### src/rtl/pt_walker_pkg.sv
package pt_walker_pkg;

   parameter int unsigned PTW_ADDR_W = 32;
   parameter int unsigned PTW_OFF_W  = 12;
   parameter int unsigned PTW_IDX_W  = 10;
   parameter int unsigned PTW_PTE_W  = 32;

   typedef enum logic [2:0] {
      WS_IDLE    = 3'd0,
      WS_RD_TOP  = 3'd1,
      WS_CHK_TOP = 3'd2,
      WS_RD_LEAF = 3'd3,
      WS_CHK_LEAF= 3'd4,
      WS_FINISH  = 3'd5
   } walk_state_e;

endpackage

### src/rtl/pt_entry_addr.sv
module pt_entry_addr #(
   parameter int unsigned ADDR_W = 32,
   parameter int unsigned OFF_W  = 12,
   parameter int unsigned IDX_W  = 10,
   parameter int unsigned PTE_W  = 32
) (
   input  logic [ADDR_W-OFF_W-1:0] table_pn,
   input  logic [IDX_W-1:0]        index,
   output logic [ADDR_W-1:0]       entry_addr
);
   localparam int unsigned PN_W  = ADDR_W - OFF_W;
   localparam int unsigned SHIFT = $clog2(PTE_W / 8);

   if (PN_W + IDX_W + SHIFT != ADDR_W) begin : g_bad_split
      $error("pt_entry_addr: index plus entry size must fill one page");
   end

   // Table sits on a page boundary; index scaled by entry size fills the offset.
   assign entry_addr = {table_pn, index, {SHIFT{1'b0}}};

endmodule

### src/rtl/pt_entry_decode.sv
module pt_entry_decode #(
   parameter int unsigned PTE_W     = 32,
   parameter int unsigned PPN_W     = 20,
   parameter int unsigned VALID_POS = 31
) (
   input  logic [PTE_W-1:0] entry,
   output logic             present,
   output logic [PPN_W-1:0] page_num
);
   if (VALID_POS >= PTE_W || PPN_W > VALID_POS) begin : g_bad_layout
      $error("pt_entry_decode: valid flag must sit above the page number");
   end

   assign present  = entry[VALID_POS];
   assign page_num = entry[PPN_W-1:0];

   // Flag bits between the page number and the valid bit are not used.
   if (VALID_POS > PPN_W) begin : g_sink
      logic unused_flags;
      assign unused_flags = ^entry[VALID_POS-1:PPN_W];
   end
   if (PTE_W > VALID_POS + 1) begin : g_sink_hi
      logic unused_top;
      assign unused_top = ^entry[PTE_W-1:VALID_POS+1];
   end

endmodule

### src/rtl/pt_walk_ctrl.sv
module pt_walk_ctrl
   import pt_walker_pkg::*;
(
   input  logic        clk,
   input  logic        rst,
   input  logic        req_valid,
   input  logic        mem_ack,
   input  logic        entry_ok,
   output walk_state_e state
);
   walk_state_e state_nx;

   always_comb begin
      state_nx = state;
      unique case (state)
         WS_IDLE:     if (req_valid) state_nx = WS_RD_TOP;
         WS_RD_TOP:   if (mem_ack)   state_nx = WS_CHK_TOP;
         WS_CHK_TOP:  state_nx = entry_ok ? WS_RD_LEAF : WS_FINISH;
         WS_RD_LEAF:  if (mem_ack)   state_nx = WS_CHK_LEAF;
         WS_CHK_LEAF: state_nx = WS_FINISH;
         WS_FINISH:   state_nx = WS_IDLE;
         default:     state_nx = WS_IDLE;
      endcase
   end

   always_ff @(posedge clk) begin
      if (rst) state <= WS_IDLE;
      else     state <= state_nx;
   end

endmodule

### src/rtl/pt_walker.sv
module pt_walker
   import pt_walker_pkg::*;
#(
   parameter int unsigned ADDR_W    = PTW_ADDR_W,
   parameter int unsigned OFF_W     = PTW_OFF_W,
   parameter int unsigned IDX_W     = PTW_IDX_W,
   parameter int unsigned PTE_W     = PTW_PTE_W,
   parameter int unsigned VALID_POS = PTE_W - 1
) (
   input  logic              clk,
   input  logic              rst,
   input  logic              req_valid,
   output logic              req_ready,
   input  logic [ADDR_W-1:0] req_base,
   input  logic [ADDR_W-1:0] req_vaddr,
   output logic              mem_req,
   output logic [ADDR_W-1:0] mem_addr,
   input  logic              mem_ack,
   input  logic [PTE_W-1:0]  mem_rdata,
   output logic              done,
   output logic [ADDR_W-1:0] result,
   output logic              fault
);
   localparam int unsigned PN_W   = ADDR_W - OFF_W;
   localparam int unsigned LEVELS = 2;

   if (OFF_W + LEVELS * IDX_W != ADDR_W) begin : g_bad_va
      $error("pt_walker: offset and indices must cover the virtual address");
   end
   if (PTE_W != ADDR_W) begin : g_bad_pte
      $error("pt_walker: entry width must equal the address width");
   end

   walk_state_e              state;
   logic                     req_fire;
   logic [PN_W-1:0]          base_pn_q;
   logic [ADDR_W-1:0]        va_q;
   logic [PTE_W-1:0]         pte_q;
   logic                     pte_ok;
   logic [PN_W-1:0]          pte_pn;
   logic [ADDR_W-1:0]        result_q;
   logic                     fault_q;
   logic [PN_W-1:0]          lvl_pn   [LEVELS];
   logic [IDX_W-1:0]         lvl_idx  [LEVELS];
   logic [ADDR_W-1:0]        lvl_addr [LEVELS];
   logic                     unused_base;

   assign unused_base = ^req_base[OFF_W-1:0];
   assign req_ready   = (state == WS_IDLE);
   assign req_fire    = req_valid && req_ready;

   pt_walk_ctrl u_ctrl (
      .clk      (clk),
      .rst      (rst),
      .req_valid(req_valid),
      .mem_ack  (mem_ack),
      .entry_ok (pte_ok),
      .state    (state)
   );

   pt_entry_decode #(
      .PTE_W    (PTE_W),
      .PPN_W    (PN_W),
      .VALID_POS(VALID_POS)
   ) u_decode (
      .entry   (pte_q),
      .present (pte_ok),
      .page_num(pte_pn)
   );

   // Level 0 table comes from the base register, level 1 from the stored entry.
   assign lvl_pn[0] = base_pn_q;
   assign lvl_pn[1] = pte_pn;

   for (genvar lv = 0; lv < LEVELS; lv++) begin : g_level
      assign lvl_idx[lv] = va_q[ADDR_W-1-lv*IDX_W -: IDX_W];
      pt_entry_addr #(
         .ADDR_W(ADDR_W),
         .OFF_W (OFF_W),
         .IDX_W (IDX_W),
         .PTE_W (PTE_W)
      ) u_addr (
         .table_pn  (lvl_pn[lv]),
         .index     (lvl_idx[lv]),
         .entry_addr(lvl_addr[lv])
      );
   end

   assign mem_req  = (state == WS_RD_TOP) || (state == WS_RD_LEAF);
   assign mem_addr = (state == WS_RD_LEAF) ? lvl_addr[1] : lvl_addr[0];

   always_ff @(posedge clk) begin
      if (rst) begin
         base_pn_q <= '0;
         va_q      <= '0;
         pte_q     <= '0;
         result_q  <= '0;
         fault_q   <= 1'b0;
      end else begin
         if (req_fire) begin
            base_pn_q <= req_base[ADDR_W-1:OFF_W];
            va_q      <= req_vaddr;
         end
         if (mem_req && mem_ack) pte_q <= mem_rdata;
         if (state == WS_CHK_TOP && !pte_ok) begin
            result_q <= '1;
            fault_q  <= 1'b1;
         end
         if (state == WS_CHK_LEAF) begin
            result_q <= pte_ok ? {pte_pn, va_q[OFF_W-1:0]} : '1;
            fault_q  <= !pte_ok;
         end
      end
   end

   assign done   = (state == WS_FINISH);
   assign result = result_q;
   assign fault  = fault_q;

endmodule

### config.mk
export PLATFORM = sky130hd
export DESIGN_NAME = pt_walker
export DESIGN_NICKNAME = d
export VERILOG_FILES = /design/src/rtl/pt_walker_pkg.sv /design/src/rtl/pt_entry_addr.sv /design/src/rtl/pt_entry_decode.sv /design/src/rtl/pt_walk_ctrl.sv /design/src/rtl/pt_walker.sv
export SDC_FILE = /design/constraint.sdc
export NUM_CORES = 1
export LEC_CHECK = 0
export BUFFER_PORTS_ARGS = -buffer_cell sky130_fd_sc_hd__clkbuf_2
export CORE_MARGIN = 1.5
export CORE_UTILIZATION = 30
export CTS_CLUSTER_DIAMETER = 60
export DETAILED_ROUTE_END_ITERATION = 10
export HOLD_SLACK_MARGIN = 0.12
export PLACE_DENSITY = 0.52
export SLEW_MARGIN = 20
export SYNTH_ARGS = -nofsm -noshare
export SYNTH_HDL_FRONTEND = slang
export SYNTH_HIERARCHICAL = 1
export SYNTH_SLANG_ARGS = --single-unit
export TNS_END_PERCENT = 30
### constraint.sdc
create_clock -name clk -period 1.6 [get_ports clk]
set_clock_uncertainty 0.05 [all_clocks]
set_input_delay 0 -clock clk [delete_from_list [all_inputs] [get_ports clk]]
set_output_delay 0 -clock clk [all_outputs]
set_load 0.005 [all_outputs]
==> results of run 1 <==
-- layout make-up --
type	count	area, um2	area share
sequential	109	2180	0.323
inverter	1	3.75	0.000555
timing repair buffer	249	1900	0.280
clock inverter	6	86.3	0.0128
clock buffer	10	239	0.0354
tap	220	275	0.0407
multi-input combinational	376	2080	0.307
-- sequential cells by signal, indices dropped and copies added (netlist names) --
| name | count |
|---|---|
| pte_q | 21 |
| result | 32 |
| base_pn_q | 20 |
| fault | 1 |
| u_ctrl/state | 3 |
| va_q | 32 |
-- metrics by stage --
| stage | setup WS, ns | hold WS, ns | setup TNS [ns] | cells |
|---|---|---|---|---|
| finish | -0.205 | 0.370 | -5.63 | 971 |
| global route | -0.267 | 0.382 | -10.23 | 971 |
| CTS | -0.233 | 0.355 | -10.81 | 968 |
| detailed placement | -0.00755 | 0.179 | -0.00755 | 872 |
| global placement | 0.0131 | 0.175 | 0 | 872 |
| floorplan | 0.0162 | 0.0117 | 0 | 614 |
-- per-layer routing --
layer | up-vias | global-route usage
li1 | 2193 | -
met1 | 2070 | 0.182
met2 | 92 | 0.274
met3 | 15 | 0.0238
met4 | 0 | 0.0642
met5 | - | 0
-- what timing repair did --
item,in CTS,in global routing
resized for setup,12,29
pin swaps,1,1
hold buffers,76,0
endpoints found under the hold margin,79,0
endpoints found under the setup margin,37,96
cloned,1,2
setup buffers,3,1
-- worst paths after layout --
kind                                 startpoint             to  slack (ns)  depth (start not counted)
worst max-delay path            u_ctrl/state[2]   mem_addr[10]       -0.20                          6
worst min-delay path              req_vaddr[22]       va_q[22]        0.37                          4
worst max register to register  u_ctrl/state[2]  base_pn_q[13]       -0.01                          7
worst min register to register          va_q[0]        va_q[0]        0.40                          2
-- critical path, stage by stage, from the launching register on --
cell	delay, ns
dfxtp_2	0.33
buf_8	0.11
and2b_2	0.26
nand2_8	0.10
clkbuf_16	0.20
mux2_4	0.30
clkbuf_2	0.12
-- report_power, final --
part	internal (uW)	switching (uW)	leakage, uW
registers	2910	112	0.000891
clock network	1410	1020	0.000158
logic	626	545	0.00191
total	4950	1680	0.00296
==> results.json, run 1 <==
{
  "clock_latency_ns": 0.35,
  "drive_gt1_frac": 0.308,
  "grt_max_degree": 38,
  "clkTransAtPathRegs_ns": 0.07,
  "first_pass_iters": 4,
  "drv_slew": 0,
  "rsz0062_at_grt": "true",
  "grt_pass1_vias": 4228,
  "vias_per_cell": 4.50,
  "area_growth_pct": 35.2,
  "dr_wl_met2_um": 7030,
  "drt-met1-wl_um": 6010,
  "io_buffers": 142,
  "ys_warn_count": 6,
  "status": "finished, violations left",
  "period_needed_ns": 1.80,
  "syn_area_per_cell_um2": 8.17,
  "max_cap_violations": 0,
  "fmaxAchievable_mhz": 554,
  "mostFrequentLayoutCells": "nand2_1 (147), clkbuf_2 (140), dfxtp_1 (108)",
  "utilization": 0.412,
  "die_x_um": 132,
  "dr_wl_met3_um": 428,
  "syn_inst": 612,
  "end_kind": "output pin",
  "start_util": 0.305,
  "crit_fanout": 8,
  "top_layer": "met4",
  "ant_nets": 0,
  "violations": "setup timing",
  "cp-start-kind": "flip-flop",
  "drc_errors": 0,
  "cts_sinks": 109,
  "setup_ws_ns": -0.205,
  "io_pins": 168,
  "cts_buffers": 9,
  "path_class": "reg -> out",
  "vdd_ir_drop_max_mv": 0.492,
  "syn_area_um2": 5000,
  "n_antenna_cell": 0,
  "design_area_um2": 6760,
  "routed_wl_um": 13700,
  "finalWeightedCongestion": 0.750,
  "finalHoldViolCount": 0,
  "setup_viol": 40,
  "worstPathArrival_ns": 1.75,
  "htreeDepth": 3,
  "drt-initial-drc-count": 171,
  "fp.dieArea_um2": 17400,
  "tritoncts": "done",
  "antenna_found_initial": 0,
  "ctsLongestPathBuffers": 2,
  "coreArea_um2": 16400,
  "fp.dieH_um": 132,
  "vias": 4370,
  "hpwl_um": 8940,
  "cts_root_buf": "clkbuf_16",
  "power.density_nw_per_um2": 980,
  "grt_overflow_total": 0,
  "avgRoutedWirePerCell_um": 14.1,
  "rows": 47,
  "fin_nets": 846,
  "period_share": 1.13,
  "grt_first_pass_wirelength_um": 21200,
  "power.total_uw": 6620,
  "fill_cells": 1656,
  "p_leak_uw": 0.00296,
  "hold_path.class": "in -> reg",
  "place_area_um2": 5420,
  "worst_ep_required_time_ns": 1.55,
  "final_common_cell": "nand2_1",
  "grt_use_total": 0.153
}
No activity file was read; power rests on OpenSTA's default activity.
==> inputs of run 2 (changes only) <==
--- a/config.mk
+++ b/config.mk
@@ -7,14 +7,13 @@
 export LEC_CHECK = 0
 export BUFFER_PORTS_ARGS = -buffer_cell sky130_fd_sc_hd__clkbuf_2
 export CORE_MARGIN = 1.5
-export CORE_UTILIZATION = 30
+export CORE_UTILIZATION = 46
 export CTS_CLUSTER_DIAMETER = 60
 export DETAILED_ROUTE_END_ITERATION = 10
 export HOLD_SLACK_MARGIN = 0.12
-export PLACE_DENSITY = 0.52
+export PLACE_DENSITY = 0.74
 export SLEW_MARGIN = 20
 export SYNTH_ARGS = -nofsm -noshare
 export SYNTH_HDL_FRONTEND = slang
 export SYNTH_HIERARCHICAL = 1
 export SYNTH_SLANG_ARGS = --single-unit
-export TNS_END_PERCENT = 30
==> run 2 against run 1 <==
Effect of this change: the flow still finishes with violations (setup timing); worst hold slack lost 0.024 ns; non-clock buffer count increased by 14; flip-flop and latch count unchanged; power is 6.0% lower; routed wire length up 10%; combinational power up 21%; global-route usage up 8.6 points; sequential power barely moved; first-iteration DRC count rose by 53%; critical path depth is the same; highest routed layer unchanged.
==> results.json, run 2 (synthesis results as in run 1) <==
{
  "status": "finished, violations left",
  "violations": "setup timing",
  "drive_gt1_frac": 0.386,
  "cts_sinks": 109,
  "period_share": 1.18,
  "clkTransAtPathRegs_ns": 0.11,
  "drt-initial-drc-count": 261,
  "grt_use_total": 0.239,
  "grt_max_degree": 77,
  "ctsLongestPathBuffers": 2,
  "cp-start-kind": "flip-flop",
  "vias_per_cell": 5.13,
  "fmaxAchievable_mhz": 531,
  "die_x_um": 107,
  "final_common_cell": "clkbuf_2",
  "avgRoutedWirePerCell_um": 16.8,
  "grt_overflow_total": 0,
  "worst_ep_required_time_ns": 1.55,
  "tritoncts": "done",
  "cts_root_buf": "clkbuf_8",
  "drv_slew": 0,
  "io_buffers": 142,
  "grt_first_pass_wirelength_um": 21500,
  "hold_path.class": "in -> reg",
  "cp_top_family": "buffers and inverters",
  "r2r_slack_ns": -0.10,
  "coreArea_um2": 10400,
  "p_leak_uw": 0.00307,
  "drc_errors": 0,
  "htreeDepth": 3,
  "rows": 37,
  "fin_nets": 860,
  "io_pins": 168,
  "power.density_nw_per_um2": 891,
  "n_antenna_cell": 0,
  "finalHoldViolCount": 0,
  "rsz0062_at_grt": "true",
  "max_cap_violations": 0,
  "path_class": "reg -> out",
  "max_stage_delay_ns": 0.34,
  "antenna_found_initial": 0,
  "crit_chain": "buf_6, and2b_2, nand2_8, clkbuf_16, mux2_4, buf_6",
  "end_kind": "output pin",
  "crit_fanout": 6,
  "fin_cells": 901,
  "fp.dieArea_um2": 11500,
  "crit_top_cell": "buf_6",
  "setup_viol": 60,
  "worstPathArrival_ns": 1.83,
  "clock_latency_ns": 0.37,
  "routed_wl_um": 15100,
  "worst-path-buf-inv": 3,
  "placedCellCount": 787,
  "vias": 4625,
  "place_area_um2": 5280,
  "area_growth_pct": 39.8,
  "period_needed_ns": 1.88,
  "start_util": 0.480,
  "design_area_um2": 6990,
  "ant_nets": 0,
  "grt_pass1_vias": 4511,
  "vdd_ir_drop_max_mv": 0.528,
  "setup_ws_ns": -0.285,
  "finalWeightedCongestion": 0.780,
  "cts_buffers": 9,
  "mostFrequentLayoutCells": "clkbuf_2 (134), nand2_1 (122), dfxtp_1 (107)",
  "crit_slowest_cell": "dfxtp_2",
  "first_pass_iters": 7,
  "fp.dieH_um": 107,
  "hpwl_um": 8150
}
==> run 2: cell types whose count changed in the layout (fill, tap and decap cells not counted), moves of 2 or more <==
cell / previous run / this run
buf_4: 13 / 18
clkbuf_2: 140 / 134
buf_12: 8 / 10
nand2_2: 0 / 22
clkbuf_16: 11 / 6
a21oi_1: 75 / 49
a21oi_2: 0 / 26
nand2_1: 147 / 122
o21ai_0: 30 / 32
o21ai_1: 3 / 1
nand2_4: 0 / 3
clkbuf_8: 1 / 11
buf_6: 7 / 16
clkinv_2: 2 / 0
==> run 2: power by group <==
group	switching (uW)	internal [uW]	leakage, uW
sequential	118	2910	0.000891
clock	959	820	0.000103
combinational	662	760	0.00208
==> run 2: layer usage <==
metal / part of all wire / GRT usage
met1: 0.40 / 0.276
met2: 0.49 / 0.419
met3: 0.066 / 0.0517
met4: 0.036 / 0.110
met5: 0 / 0
==> run 2: worst min-delay path, stage by stage <==
cell           delay [ns]
dlygate4sd3_1        0.53
clkbuf_2             0.10
nand2_1              0.05
a21oi_1              0.05
==> run 2: what timing repair did <==
item / 4_1_cts / 5_1_grt
hold endpoints to repair: 76 / 0
endpoints found under the setup margin: 56 / 113
hold buffers: 76 / 0
gates cloned: 3 / 7
buffers inserted: 7 / 5
resized for setup: 24 / 97
pin swaps: 1 / 20
==> run 2: area by class of cell <==
cell class                      count  area [um2]
Clock buffer                       12         155
Clock inverter                      4        55.1
Fill cell                         824        3430
Inverter                            1        3.75
Multi-Input combinational cell    376        2250
Sequential cell                   109        2180
Tap cell                          136         170
Timing Repair Buffer              263        2170
==> run 2: stage by stage <==
| step | setup slack [ns] | utilization | hold WS (ns) | setup TNS, ns | power (uW) |
|---|---|---|---|---|---|
| final | -0.285 | 0.671 | 0.347 | -8.44 | 6230 |
| after global routing | -0.325 | 0.671 | 0.342 | -11.75 | 6480 |
| after CTS | -0.300 | 0.619 | 0.324 | -7.74 | 5980 |
| after detailed placement | -0.0278 | 0.507 | 0.179 | -0.312 | 4000 |
| after global placement | 0.0167 | 0.507 | 0.174 | 0 | 3960 |
| after floorplan | 0.0162 | - | 0.0117 | 0 | 3770 |
==> run 2: worst paths after layout <==
| kind | start | cells after the start | to |
|---|---|---|---|
| setup / recovery | u_ctrl/state[2] | 6 | mem_addr[16] |
| hold / removal | mem_rdata[6] | 4 | pte_q[6] |
| setup reg to reg | u_ctrl/state[2] | 7 | va_q[30] |
| hold reg to reg | va_q[10] | 2 | va_q[10] |
==> inputs of run 3 (changes only) <==
--- a/config.mk
+++ b/config.mk
@@ -7,12 +7,13 @@
 export LEC_CHECK = 0
 export BUFFER_PORTS_ARGS = -buffer_cell sky130_fd_sc_hd__clkbuf_2
 export CORE_MARGIN = 1.5
-export CORE_UTILIZATION = 46
+export CORE_UTILIZATION = 45
 export CTS_CLUSTER_DIAMETER = 60
 export DETAILED_ROUTE_END_ITERATION = 10
+export GPL_TIMING_DRIVEN = 1
 export HOLD_SLACK_MARGIN = 0.12
-export PLACE_DENSITY = 0.74
-export SLEW_MARGIN = 20
+export PLACE_DENSITY = 0.73
+export SLEW_MARGIN = 30
 export SYNTH_ARGS = -nofsm -noshare
 export SYNTH_HDL_FRONTEND = slang
 export SYNTH_HIERARCHICAL = 1
==> run 3 against run 2 <==
Effect of this change: the run still ends with setup timing left; register-to-register slack better by 0.08 ns; utilization fell by 1.4 points; critical path depth is 1 lower; worst setup slack better by 0.095 ns; cell count fell by 0.22%; critical endpoint is now mem_addr[17]; largest power group unchanged.
==> results.json, run 3 (synthesis results as in run 1) <==
{
  "routed_wl_um": 15300,
  "max_stage_delay_ns": 0.36,
  "utilization": 0.657,
  "grt_pass1_vias": 4440,
  "grt_use_total": 0.243,
  "cts_root_buf": "clkbuf_8",
  "worst_ep_required_time_ns": 1.55,
  "hpwl_um": 8120,
  "drv_slew": 0,
  "power.total_uw": 6150,
  "coreArea_um2": 10800,
  "status": "finished, violations left",
  "path_class": "reg -> out",
  "clkTransAtPathRegs_ns": 0.11,
  "drive_gt1_frac": 0.412,
  "setup_ws_ns": -0.190,
  "relSlewSlack": 0.300,
  "hp-start": "mem_rdata[5]",
  "area_growth_pct": 42.5,
  "finalWeightedCongestion": 0.837,
  "grt_overflow_total": 0,
  "setup_viol": 31,
  "r2r_slack_ns": -0.02,
  "grt_max_degree": 77,
  "vdd_ir_drop_max_mv": 0.431,
  "htreeDepth": 3,
  "period_share": 1.12,
  "fin_nets": 852,
  "vias_per_cell": 5.17,
  "worstPathArrival_ns": 1.74,
  "fill_cells": 819,
  "crit_fanout": 7,
  "drt-initial-drc-count": 299,
  "finalHoldViolCount": 0,
  "clock_latency_ns": 0.38,
  "power.density_nw_per_um2": 864,
  "fmaxAchievable_mhz": 559,
  "die_x_um": 108,
  "fp.dieArea_um2": 11700,
  "end_kind": "output pin",
  "cts_sinks": 109,
  "io_buffers": 142,
  "cp-start-kind": "flip-flop",
  "avgRoutedWirePerCell_um": 17.1,
  "max_cap_violations": 0,
  "violations": "setup timing",
  "mostFrequentLayoutCells": "clkbuf_2 (138), nand2_1 (113), dfxtp_1 (107)",
  "crit_chain": "and2b_2, nand2_8, clkbuf_16, mux2_4, buf_6",
  "crit_start": "u_ctrl/state[2]",
  "worst_pin_slew_ns": 1.05,
  "drc_errors": 0,
  "ctsLongestPathBuffers": 2,
  "crit_slowest_cell": "dfxtp_2",
  "ant_nets": 0,
  "rsz0062_at_grt": "true",
  "p_leak_uw": 0.00320,
  "rows": 38,
  "tritoncts": "done",
  "first_pass_iters": 5,
  "period_needed_ns": 1.79,
  "cts_buffers": 9,
  "fp.dieH_um": 108,
  "antenna_found_initial": 2,
  "grt_first_pass_wirelength_um": 21800,
  "start_util": 0.461,
  "vias": 4651,
  "hold_path.class": "in -> reg",
  "final_common_cell": "clkbuf_2",
  "rr_startpoint": "u_ctrl/state[0]",
  "io_pins": 168
}
==> run 3: cell type report <==
type                            instances  area [um2]  share of cell area
Sequential cell                       109        2180               0.307
Antenna cell                            2        5.00            0.000703
Timing Repair Buffer                  255        2070               0.291
Clock buffer                           12         155              0.0218
Tap cell                              140         175              0.0246
Multi-Input combinational cell        376        2500               0.350
Inverter                                1        3.75            0.000527
Clock inverter                          4        32.5             0.00457
==> run 3: per-stage QoR <==
step | setup slack [ns] | hold WS, ns | instance area [um2] | TNS, ns | std cells
6_report | -0.190 | 0.343 | 7120 | -5.10 | 899
5_1_grt | -0.258 | 0.346 | 7120 | -8.13 | 899
4_1_cts | -0.278 | 0.328 | 6600 | -9.55 | 897
3_5_place_dp | -0.0362 | 0.179 | 5260 | -0.291 | 790
3_3_place_gp | 0.00855 | 0.175 | 5260 | 0 | 790
2_1_floorplan | 0.0162 | 0.0117 | 5010 | 0 | 614
==> run 3: power by group <==
part / internal [uW] / total, uW / leakage (uW) / switching (uW)
clock: 659 / 1620 / 0.0000888 / 963
sequential: 2910 / 3030 / 0.000891 / 120
combinational: 776 / 1500 / 0.00222 / 723
==> run 3: final timing paths <==
kind | end | cells after the start
setup reg to reg | va_q[16] | 7
hold reg to reg | va_q[8] | 2
setup / recovery | mem_addr[17] | 5
hold / removal | pte_q[5] | 4
==> run 3: worst max-delay path, delay by kind of cell, from the launching register on <==
kind	cells	cell delay [ns]
AND/OR/NAND/NOR	2	0.39
flip-flops	1	0.36
buffers and inverters	2	0.30
multiplexers	1	0.30
==> run 3: per-layer routing <==
metal,GRT usage,up-vias,share of wire
li1,-,2207,-
met1,0.292,2215,0.40
met2,0.426,196,0.51
met3,0.0458,33,0.059
met4,0.0996,0,0.029
met5,0,-,0
==> run 3: repair_timing <==
item,in CTS,in global routing
gates resized for setup,52,138
gates cloned,6,3
pin swaps,5,58
hold endpoints to repair,85,0
setup endpoints to repair,97,117
setup buffers,9,3
hold buffers,76,0
